**src/rtl/bt_pkg.sv**
```systemverilog
// Package: shared constants and types for the block transfer engine.
// Assumes an 8-bit flag byte with the bit positions listed below.
package bt_pkg;
    localparam int BYTE_W = 8;
    localparam int FB_C = 0;  // carry
    localparam int FB_N = 1;  // subtract
    localparam int FB_P = 2;  // parity/overflow (count non-zero)
    localparam int FB_X = 3;  // undocumented bit 3
    localparam int FB_H = 4;  // half-carry
    localparam int FB_Y = 5;  // undocumented bit 5
    localparam int FB_Z = 6;  // zero
    localparam int FB_S = 7;  // sign

    typedef enum logic [1:0] {
        ST_IDLE = 2'd0,
        ST_READ = 2'd1,
        ST_EXEC = 2'd2,
        ST_GAP  = 2'd3
    } bt_state_e;
endpackage

```
**src/rtl/bt_flag_calc.sv**
```systemverilog
// Module: combinational flag computation for one copy or search step.
// Assumes data is the byte just read and cnt_nz reflects the decremented count.
module bt_flag_calc
    import bt_pkg::*;
(
    input  logic              is_cmp,
    input  logic [BYTE_W-1:0] acc,
    input  logic [BYTE_W-1:0] data,
    input  logic [BYTE_W-1:0] flags_prev,
    input  logic              cnt_nz,
    output logic [BYTE_W-1:0] flags_new,
    output logic              keep_going
);
    logic [BYTE_W-1:0] sum_v;
    logic [BYTE_W-1:0] diff_v;
    logic [BYTE_W-1:0] adj_v;
    logic              half_b;

    // Arithmetic terms shared by both step kinds
    always_comb begin
        sum_v  = acc + data;
        diff_v = acc - data;
        half_b = (acc[3:0] < data[3:0]);
        adj_v  = diff_v - {{(BYTE_W-1){1'b0}}, half_b};
    end

    // Flag byte assembly; untouched bits pass through from flags_prev
    always_comb begin
        flags_new       = flags_prev;
        flags_new[FB_P] = cnt_nz;
        if (is_cmp) begin
            flags_new[FB_S] = diff_v[BYTE_W-1];
            flags_new[FB_Z] = (diff_v == '0);
            flags_new[FB_H] = half_b;
            flags_new[FB_N] = 1'b1;
            flags_new[FB_X] = adj_v[3];
            flags_new[FB_Y] = adj_v[1];
        end else begin
            flags_new[FB_H] = 1'b0;
            flags_new[FB_N] = 1'b0;
            flags_new[FB_X] = sum_v[3];
            flags_new[FB_Y] = sum_v[1];
        end
    end

    // Repeat continuation: count left, and for a search no match yet
    always_comb keep_going = cnt_nz && !(is_cmp && flags_new[FB_Z]);
endmodule

```
**src/rtl/bt_ptr_step.sv**
```systemverilog
// Module: steps a pointer up or down by one, wrapping at the width.
// Assumes the caller decides when the stepped value is stored.
module bt_ptr_step #(
    parameter int AW = 16
) (
    input  logic [AW-1:0] cur,
    input  logic          dec,
    output logic [AW-1:0] nxt
);
    // Select increment or decrement
    always_comb nxt = dec ? (cur - 1'b1) : (cur + 1'b1);
endmodule

```
**src/rtl/bt_seq.sv**
```systemverilog
// Module: step sequencer. Read cycle, execute cycle, then either an idle
// gap of GAP_CYC cycles before the next read, or finish with a done pulse.
// Assumes more_steps is valid during the execute cycle.
module bt_seq
    import bt_pkg::*;
#(
    parameter int GAP_CYC = 5
) (
    input  logic clk,
    input  logic rst_n,
    input  logic start,
    input  logic is_cmp,
    input  logic more_steps,
    output logic busy,
    output logic mem_rd,
    output logic mem_wr,
    output logic use_dst,
    output logic step_en,
    output logic done
);
    localparam int GW = (GAP_CYC > 1) ? $clog2(GAP_CYC) : 1;

    bt_state_e      st;
    logic [GW-1:0]  gcnt;

    // State register, gap counter and done pulse
    always_ff @(posedge clk) begin
        if (!rst_n) begin
            st   <= ST_IDLE;
            gcnt <= '0;
            done <= 1'b0;
        end else begin
            done <= 1'b0;
            case (st)
                ST_IDLE: if (start) st <= ST_READ;
                ST_READ: st <= ST_EXEC;
                ST_EXEC: begin
                    if (more_steps) begin
                        if (GAP_CYC == 0) begin
                            st <= ST_READ;
                        end else begin
                            st   <= ST_GAP;
                            gcnt <= '0;
                        end
                    end else begin
                        st   <= ST_IDLE;
                        done <= 1'b1;
                    end
                end
                ST_GAP: begin
                    if (gcnt == GW'(GAP_CYC - 1)) st <= ST_READ;
                    else gcnt <= gcnt + 1'b1;
                end
                default: st <= ST_IDLE;
            endcase
        end
    end

    // Strobe decode from state
    always_comb begin
        busy    = (st != ST_IDLE);
        mem_rd  = (st == ST_READ);
        step_en = (st == ST_EXEC);
        mem_wr  = step_en && !is_cmp;
        use_dst = mem_wr;
    end

    // a read is always followed by the execute cycle
    p_read_then_exec_r8: assert property (@(posedge clk) disable iff (!rst_n)
        mem_rd |=> step_en);
    // done lasts a single cycle
    p_done_pulse_r9: assert property (@(posedge clk) disable iff (!rst_n)
        done |=> !done);
endmodule

```
**src/rtl/bt_block_engine.sv**
```systemverilog
// Module: top of the block transfer and compare engine. Holds the operand
// registers, applies step results and routes the memory port.
// Assumes a synchronous memory returning read data the cycle after mem_rd.
module bt_block_engine
    import bt_pkg::*;
#(
    parameter int AW      = 16,
    parameter int CW      = 16,
    parameter int GAP_CYC = 5
) (
    input  logic              clk,
    input  logic              rst_n,
    input  logic              start,
    input  logic              op_cmp,
    input  logic              op_dec,
    input  logic              op_rep,
    input  logic [BYTE_W-1:0] acc_in,
    input  logic [BYTE_W-1:0] flags_in,
    input  logic [AW-1:0]     src_in,
    input  logic [AW-1:0]     dst_in,
    input  logic [CW-1:0]     cnt_in,
    output logic [AW-1:0]     mem_addr,
    output logic              mem_rd,
    output logic              mem_wr,
    output logic [BYTE_W-1:0] mem_wdata,
    input  logic [BYTE_W-1:0] mem_rdata,
    output logic              busy,
    output logic              done,
    output logic [AW-1:0]     src_out,
    output logic [AW-1:0]     dst_out,
    output logic [CW-1:0]     cnt_out,
    output logic [BYTE_W-1:0] flags_out
);
    logic [AW-1:0]     src_q, dst_q, src_nxt, dst_nxt;
    logic [CW-1:0]     cnt_q, cnt_dec;
    logic [BYTE_W-1:0] flg_q, acc_q, flg_new;
    logic              cmp_q, dec_q, rep_q;
    logic              accept, step_en, use_dst, keep_going;

    // Job acceptance only while idle
    always_comb begin
        accept  = start && !busy;
        cnt_dec = cnt_q - 1'b1;
    end

    bt_ptr_step #(.AW(AW)) u_src_step (.cur(src_q), .dec(dec_q), .nxt(src_nxt));
    bt_ptr_step #(.AW(AW)) u_dst_step (.cur(dst_q), .dec(dec_q), .nxt(dst_nxt));

    bt_flag_calc u_flags (
        .is_cmp     (cmp_q),
        .acc        (acc_q),
        .data       (mem_rdata),
        .flags_prev (flg_q),
        .cnt_nz     (cnt_dec != '0),
        .flags_new  (flg_new),
        .keep_going (keep_going)
    );

    bt_seq #(.GAP_CYC(GAP_CYC)) u_seq (
        .clk        (clk),
        .rst_n      (rst_n),
        .start      (start),
        .is_cmp     (cmp_q),
        .more_steps (rep_q && keep_going),
        .busy       (busy),
        .mem_rd     (mem_rd),
        .mem_wr     (mem_wr),
        .use_dst    (use_dst),
        .step_en    (step_en),
        .done       (done)
    );

    // Operand registers: load on accept, update on each execute cycle
    always_ff @(posedge clk) begin
        if (!rst_n) begin
            src_q <= '0; dst_q <= '0; cnt_q <= '0; flg_q <= '0; acc_q <= '0;
            cmp_q <= 1'b0; dec_q <= 1'b0; rep_q <= 1'b0;
        end else if (accept) begin
            src_q <= src_in; dst_q <= dst_in; cnt_q <= cnt_in;
            flg_q <= flags_in; acc_q <= acc_in;
            cmp_q <= op_cmp; dec_q <= op_dec; rep_q <= op_rep;
        end else if (step_en) begin
            src_q <= src_nxt;
            if (!cmp_q) dst_q <= dst_nxt;
            cnt_q <= cnt_dec;
            flg_q <= flg_new;
        end
    end

    // Memory port and result outputs
    always_comb begin
        mem_addr  = use_dst ? dst_q : src_q;
        mem_wdata = mem_rdata;
        src_out   = src_q;
        dst_out   = dst_q;
        cnt_out   = cnt_q;
        flags_out = flg_q;
    end

    // every executed step lowers the count by one
    p_cnt_step_r3: assert property (@(posedge clk) disable iff (!rst_n)
        step_en |=> (cnt_q == $past(cnt_q) - 1'b1));
    // parity/overflow mirrors a non-zero remaining count
    p_par_count_r4: assert property (@(posedge clk) disable iff (!rst_n)
        step_en |=> (flg_q[FB_P] == (cnt_q != '0)));
    // carry survives every step (R6 likewise)
    p_carry_keep_r5: assert property (@(posedge clk) disable iff (!rst_n)
        step_en |=> (flg_q[FB_C] == $past(flg_q[FB_C])));
    // operands stay put while a job runs and no step executes
    p_busy_hold_r10: assert property (@(posedge clk) disable iff (!rst_n)
        (busy && !step_en) |=> (src_q == $past(src_q) && cnt_q == $past(cnt_q)));
endmodule

```
**config.mk**
```make
export PLATFORM = sky130hd
export DESIGN_NAME = bt_block_engine
export DESIGN_NICKNAME = d
export VERILOG_FILES = /design/src/rtl/bt_pkg.sv /design/src/rtl/bt_flag_calc.sv /design/src/rtl/bt_ptr_step.sv /design/src/rtl/bt_seq.sv /design/src/rtl/bt_block_engine.sv
export SDC_FILE = /design/constraint.sdc
export NUM_CORES = 1
export LEC_CHECK = 0
export BUFFER_PORTS_ARGS = -buffer_cell sky130_fd_sc_hd__buf_2
export CORE_MARGIN = 2
export CORE_UTILIZATION = 40
export CTS_BUF_LIST = sky130_fd_sc_hd__clkbuf_4
export DETAILED_ROUTE_END_ITERATION = 8
export GPL_TIMING_DRIVEN = 0
export REMOVE_ABC_BUFFERS = 1
export SYNTH_ARGS = -nofsm -noshare
export SYNTH_HDL_FRONTEND = slang
export SYNTH_SLANG_ARGS = --single-unit
```
**constraint.sdc**
```tcl
create_clock -name clk -period 3.52 [get_ports clk]
set_clock_uncertainty 0.2 [all_clocks]
set_input_delay 0.704 -clock clk [delete_from_list [all_inputs] [get_ports clk]]
set_output_delay 0.704 -clock clk [all_outputs]
set_load 0.005 [all_outputs]
```
* Word level (Yosys, flattened, before mapping)
Cells that the tools add are included.
Operators by class: magnitude comparators 1, equality and inequality tests 9, mux-type cells 23, $add $sub $neg 9, reductions and logical operators 20
Operator list (number):
- $mux W16 | 10
- $sub A16 B1 Y16 const B | 3
- $add A16 B1 Y16 const B | 2
- $mux W8 | 2
- $reduce_bool A16 Y1 | 1
- $mux W3 | 3
- $logic_not A8 Y1 | 1
- $mux W2 | 4
- $pmux W2 S4 | 1
- $reduce_and A2 Y1 | 4
- $reduce_bool A2 Y1 | 4
- $sub A8 B8 Y8 | 1
- $ne A2 B1 Y1 const B | 3
- $pmux W3 S2 | 1
- $logic_and A1 B1 Y1 | 5
- $add A4 B4 Y4 | 1
- $eq A2 B2 Y1 const B | 2
- $lt A4 B4 Y1 | 1
- $ne A2 B2 Y1 const B | 2
- $sub A4 B1 Y4 | 1
- $add A3 B1 Y3 const B | 1
- $eq A3 B3 Y1 const B | 1
- $logic_not A1 Y1 | 3
- $reduce_and A3 Y1 | 1
- 3 further kinds | 4
Storage, ports and cells: input bits 78, logic and storage cells 75, output and inout bits 84, flip-flop bits (word level) 73

* Depth between registers and ports, before layout
depth in word-level cells 9, depth in mapped cells 11, gate-level depth less buffers 11

* Modules after synthesis
From an unflattened synthesis, not the netlist that was laid out.
Second synthesis, totals: cell total of the unflattened synthesis 723, area total of the unflattened synthesis 5886.9 sq um
Modules (own cells, without submodules):
- bt_block_engine | cells each 406, area each 3465.8 sq um, seq. area each 1341.3 sq um, times used 1
- bt_ptr_step (u_src_step) | cells each 98, area each 738.2 sq um, seq. area each 0.0 sq um, times used 1
- bt_ptr_step (u_dst_step) | cells each 101, area each 737.0 sq um, seq. area each 0.0 sq um, times used 1
- bt_flag_calc | cells each 72, area each 548.0 sq um, seq. area each 0.0 sq um, times used 1
- bt_seq | cells each 46, area each 397.9 sq um, seq. area each 120.1 sq um, times used 1

* Worst setup path before layout
No wires, ideal clock.
kind flip-flop to flip-flop, from register dec_q, to register src_q[14] (netlist: src_out[14]), arrival 2.786 ns, slack 0.460 ns, cell stages (with the launch flop) 12, buffers on the path 1, required time 3.246 ns, library setup time 0.074 ns, clock period less this slack 3.060 ns, cell sequence dfxtp_1 clkbuf_1 inv_1 fa_1 nor2b_1 o31ai_1 a211oi_1 nor3_1 o31ai_1 a21oi_1 xor2_1 o21ai_0
Between the ends: cells in the longest elaborated chain, start to end 3
Ends and longest elaborated chain:
- start: declaration | line bt_block_engine.sv:37 | logic cmp_q, dec_q, rep_q;
- start signal: assignment | line bt_block_engine.sv:81 | cmp_q <= op_cmp; dec_q <= op_dec; rep_q <= op_rep;
- $mux W16 | line bt_ptr_step.sv:11 | always_comb nxt = dec ? (cur - 1'b1) : (cur + 1'b1);
- $mux W16 | line bt_block_engine.sv:82 | end else if (step_en) begin
- $mux W16 | line bt_block_engine.sv:78 | end else if (accept) begin
- end signal: assignment | line bt_block_engine.sv:79 | src_q <= src_in; dst_q <= dst_in; cnt_q <= cnt_in;
- end signal: assignment | line bt_block_engine.sv:83 | src_q <= src_nxt;
- end: declaration | line bt_block_engine.sv:34 | logic [AW-1:0] src_q, dst_q, src_nxt, dst_nxt;
Every way passes these cells. The select of a mux whose other input is x is not followed. A chain may end at the register's enable or synchronous reset.

* Final worst setup path
from register u_seq.st[0], to output mem_addr[14]
Between the ends: cells in the longest elaborated chain, start to end 3
Ends and longest elaborated chain:
- start: declaration | line bt_seq.sv:23 | bt_state_e st;
- start signal: assignment | line bt_seq.sv:29 | st <= ST_IDLE;
- start signal: assignment | line bt_seq.sv:35 | ST_IDLE: if (start) st <= ST_READ;
- start signal: assignment | line bt_seq.sv:36 | ST_READ: st <= ST_EXEC;
- $eq A2 B2 Y1 | line bt_seq.sv:63 | step_en = (st == ST_EXEC);
- $logic_and A1 B1 Y1 | line bt_seq.sv:64 | mem_wr = step_en && !is_cmp;
- $mux W16 | line bt_block_engine.sv:92 | mem_addr = use_dst ? dst_q : src_q;
- end: declaration | line bt_block_engine.sv:22 | output logic [AW-1:0] mem_addr,
Every way passes these cells.

==> flow_metrics.env <==
export IMPL_post_route_cell_area_um2=6610
export IMPL_root_buffer="clkbuf_4"
export IMPL_cts_sinks=73
export IMPL_ant_nets=0
export IMPL_finalSetupTns_ns=0
export IMPL_cp_slowest_cell="nand2b_4"
export IMPL_yosysWarnings=0
export IMPL_synth_compound_area_share_pct=23.6
export IMPL_critPathMaxStageDelay_ns=0.43
export IMPL_ctsHtreeMaxLevel=3
export IMPL_maxCapViolations=0
export IMPL_grt_setup_unrepaired="no"
export IMPL_hp_class="primary input to flip-flop"
export IMPL_dp_hpwl_mm=11.1
export IMPL_slew_viol_final=0
export IMPL_worst_slack_ns=0.200
export IMPL_grt_pass1_vias=5367
export IMPL_vias=5750
export IMPL_ys_seq_elements=73
export IMPL_tritoncts="built"
export IMPL_core_area_um2=13300
export IMPL_netlist_area_um2=5530
export IMPL_synth_top_family_by_area="simple AND/OR/NAND/NOR gates"
export IMPL_first_iter_violations=357
export IMPL_final_nets=1006
export IMPL_leakage_uw=0.00300
export IMPL_dieArea_um2=14800
export IMPL_post_cts_setup_buffer_count=0
export IMPL_synth_async_reset_ratio_pct=0
export IMPL_synth_mux_area_share_pct=0.905
export IMPL_cp_arrival_ns=2.42
export IMPL_end_kind="primary output"
export IMPL_viasPerCell=5.42
export IMPL_dpl_cell_area_um2=6380
export IMPL_ys_top_cells_by_area="dfxtp_1, ha_1, nand2_1"
export IMPL_grt_pass1_wl_mm=25.5
export IMPL_synth_top_cells_by_count="nand2_1, dfxtp_1, nor2_1, a21oi_1, ha_1"
export IMPL_remaining_drc_errors=0
export IMPL_min_period_over_period_pct=94.3
export IMPL_synth_flop_cell="dfxtp_1"
export IMPL_synth_fa_ha_area_share_pct=11.7
export IMPL_tightest_slew_ns=0.930
export IMPL_synthCells=754
export IMPL_setup_worst_path_class="flip-flop to primary output"
export IMPL_grt_overflow=0
export IMPL_grt_antenna_before_repair=2
export IMPL_avgSynthCellArea_um2=7.33
export IMPL_cts_hold_buffers=0
export IMPL_fillers=1381
export IMPL_drtPass1Iterations=5
export IMPL_status="complete, no violations"
export IMPL_globalplace_congestion=0.811
export IMPL_clock_path_buffers=2
export IMPL_synth_xor_area_share_pct=7.76
export IMPL_cp_cell_sequence="inv_1 > ha_4 > nand2b_4 > clkinv_4 > nand2_1 > nand2_1 > buf_2"
export IMPL_multi_input_area_um2=3760
export IMPL_clock_fmax_mhz=301
export IMPL_critPathMaxFanout=38
export IMPL_die_h_um=122
export IMPL_path_clk_slew_ns=0.13
export IMPL_final_core_util_pct=49.5
export IMPL_numCtsBuffers=9
export IMPL_synth_simple_gate_area_share_pct=23.6
export IMPL_ys_seq_area_share_pct=26.4
export IMPL_drive_gt1_share_pct=21.6
export IMPL_synth_cell_types=58
export IMPL_wl_per_cell_um=15.0
export IMPL_slew_headroom_pct=38.0
export IMPL_crit_top_cell="nand2_1"
export IMPL_vdd_drop_max_mv=0.218
export IMPL_die_width_um=122
export IMPL_finalSetupViolations=0
export IMPL_ios=162
export IMPL_drt_wl_total_mm=15.9
export IMPL_port_buffers=161
export IMPL_start_kind="flip-flop"
export IMPL_yosysTopAreaCellShare_pct=26.4
export IMPL_power_density_nw_per_um2=426
export IMPL_hold_viol_final=0
export IMPL_synth_top_area_cell="dfxtp_1"
export IMPL_syn_to_final_growth_pct=19.6
export IMPL_yosysMostFrequentCell="nand2_1"
export IMPL_dp_slack_ns=-0.418
export IMPL_initial_core_util_pct=41.4
export IMPL_synth_edf_count=0
export IMPL_grt_max_degree=63
export IMPL_regArea_um2=1470
export IMPL_fin_crit_ns=3.32
export IMPL_num_rows=42
export IMPL_clk_latency_ns=0.46
export IMPL_crit_required_ns=2.62
export IMPL_grt_usage_pct=21.4
logic make-up (layout without fill, tap and decap cells):
| family | Yosys count | after routing |
|---|---|---|
| and+or+nand+nor | 291 | 291 |
| other | 0 | 2 |
| muxes | 5 | 5 |
| adders and majority gates | 50 | 50 |
| DFF | 73 | 73 |
| buffers and inverters | 79 | 208 |
| xor gates and xnor gates | 49 | 49 |
| AOI/OAI and AO/OA | 207 | 207 |
critical path, delay by kind of cell (launching register included):
| kind | cells | cell delay (ns) |
|---|---|---|
| AND/OR/NAND/NOR | 3 | 0.65 |
| buffers and inverters | 3 | 0.54 |
| adder cells (fa/ha/maj) | 1 | 0.32 |
| flip-flops | 1 | 0.41 |
layer usage:
layer | vias to the layer above | routed length (um) | GRT usage [%] | part of all wire, %
met5 | - | 0 | 0 | 0
met4 | 0 | 259 | 8.26 | 1.6
met3 | 14 | 684 | 2.90 | 4.3
met2 | 123 | 7480 | 35.6 | 47
met1 | 2699 | 7460 | 28.2 | 47
li1 | 2914 | - | - | -
power by group:
| group | total (uW) | switching [uW] | internal, uW |
|---|---|---|---|
| clock | 773 | 337 | 436 |
| sequential | 1050 | 130 | 924 |
| combinational | 993 | 549 | 443 |
| total | 2820 | 1020 | 1800 |
registers in the layout, indices dropped and copies added, names as in the netlist:
| signal | flops |
|---|---|
| dec_q | 1 |
| dst_out | 16 |
| cnt_out | 16 |
| cmp_q | 1 |
| src_out | 16 |
| u_seq.gcnt | 3 |
| u_seq.done | 1 |
| acc_q | 8 |
| flags_out | 8 |
| u_seq.st | 2 |
| rep_q | 1 |
cells in the final DEF (no fill, tap or decap), types with 12 or more instances in the layout:
cell and n:
nand3_1 20, a21oi_1 69, xor2_1 12, nand2_1 123
xnor2_1 37, o21ai_0 45, dfxtp_1 72, ha_1 46
buf_2 161, inv_1 28, a211oi_1 22, nor3_1 27
nor2_1 70
through the flow:
step / hold slack (ns) / cells / total power, uW
CTS: 0.216 / 1059 / 2840
global placement: 0.239 / 1042 / 2030
floorplan: 0.237 / 705 / 1700
global route: 0.232 / 1061 / 3010
finish: 0.250 / 1061 / 2820
detailed placement: 0.248 / 1043 / 2060
cell type report:
type,count,area share (%)
diodes,2,0.0757
well taps,176,3.33
clock buffers,10,1.14
clock inverters,6,1.97
multi-input cells,602,56.9
repair buffers,162,12.6
inverters,30,1.80
flip-flops and latches,73,22.2
timing repair:
action / in CTS / in global routing
gates resized for setup: 5 / 1
endpoints found under the hold margin: 0 / 0
endpoints found under the setup margin: 24 / 3
worst paths after layout:
kind	start	endpoint	slack, ns	depth (start not counted)
setup / recovery	u_seq.st[0]	mem_addr[14]	0.20	7
setup reg to reg	dec_q	src_out[15]	0.40	9
hold reg to reg	flags_out[0]	flags_out[0]	0.26	2
hold / removal	op_dec	dec_q	0.25	3
(Power assumes the default switching activity.)
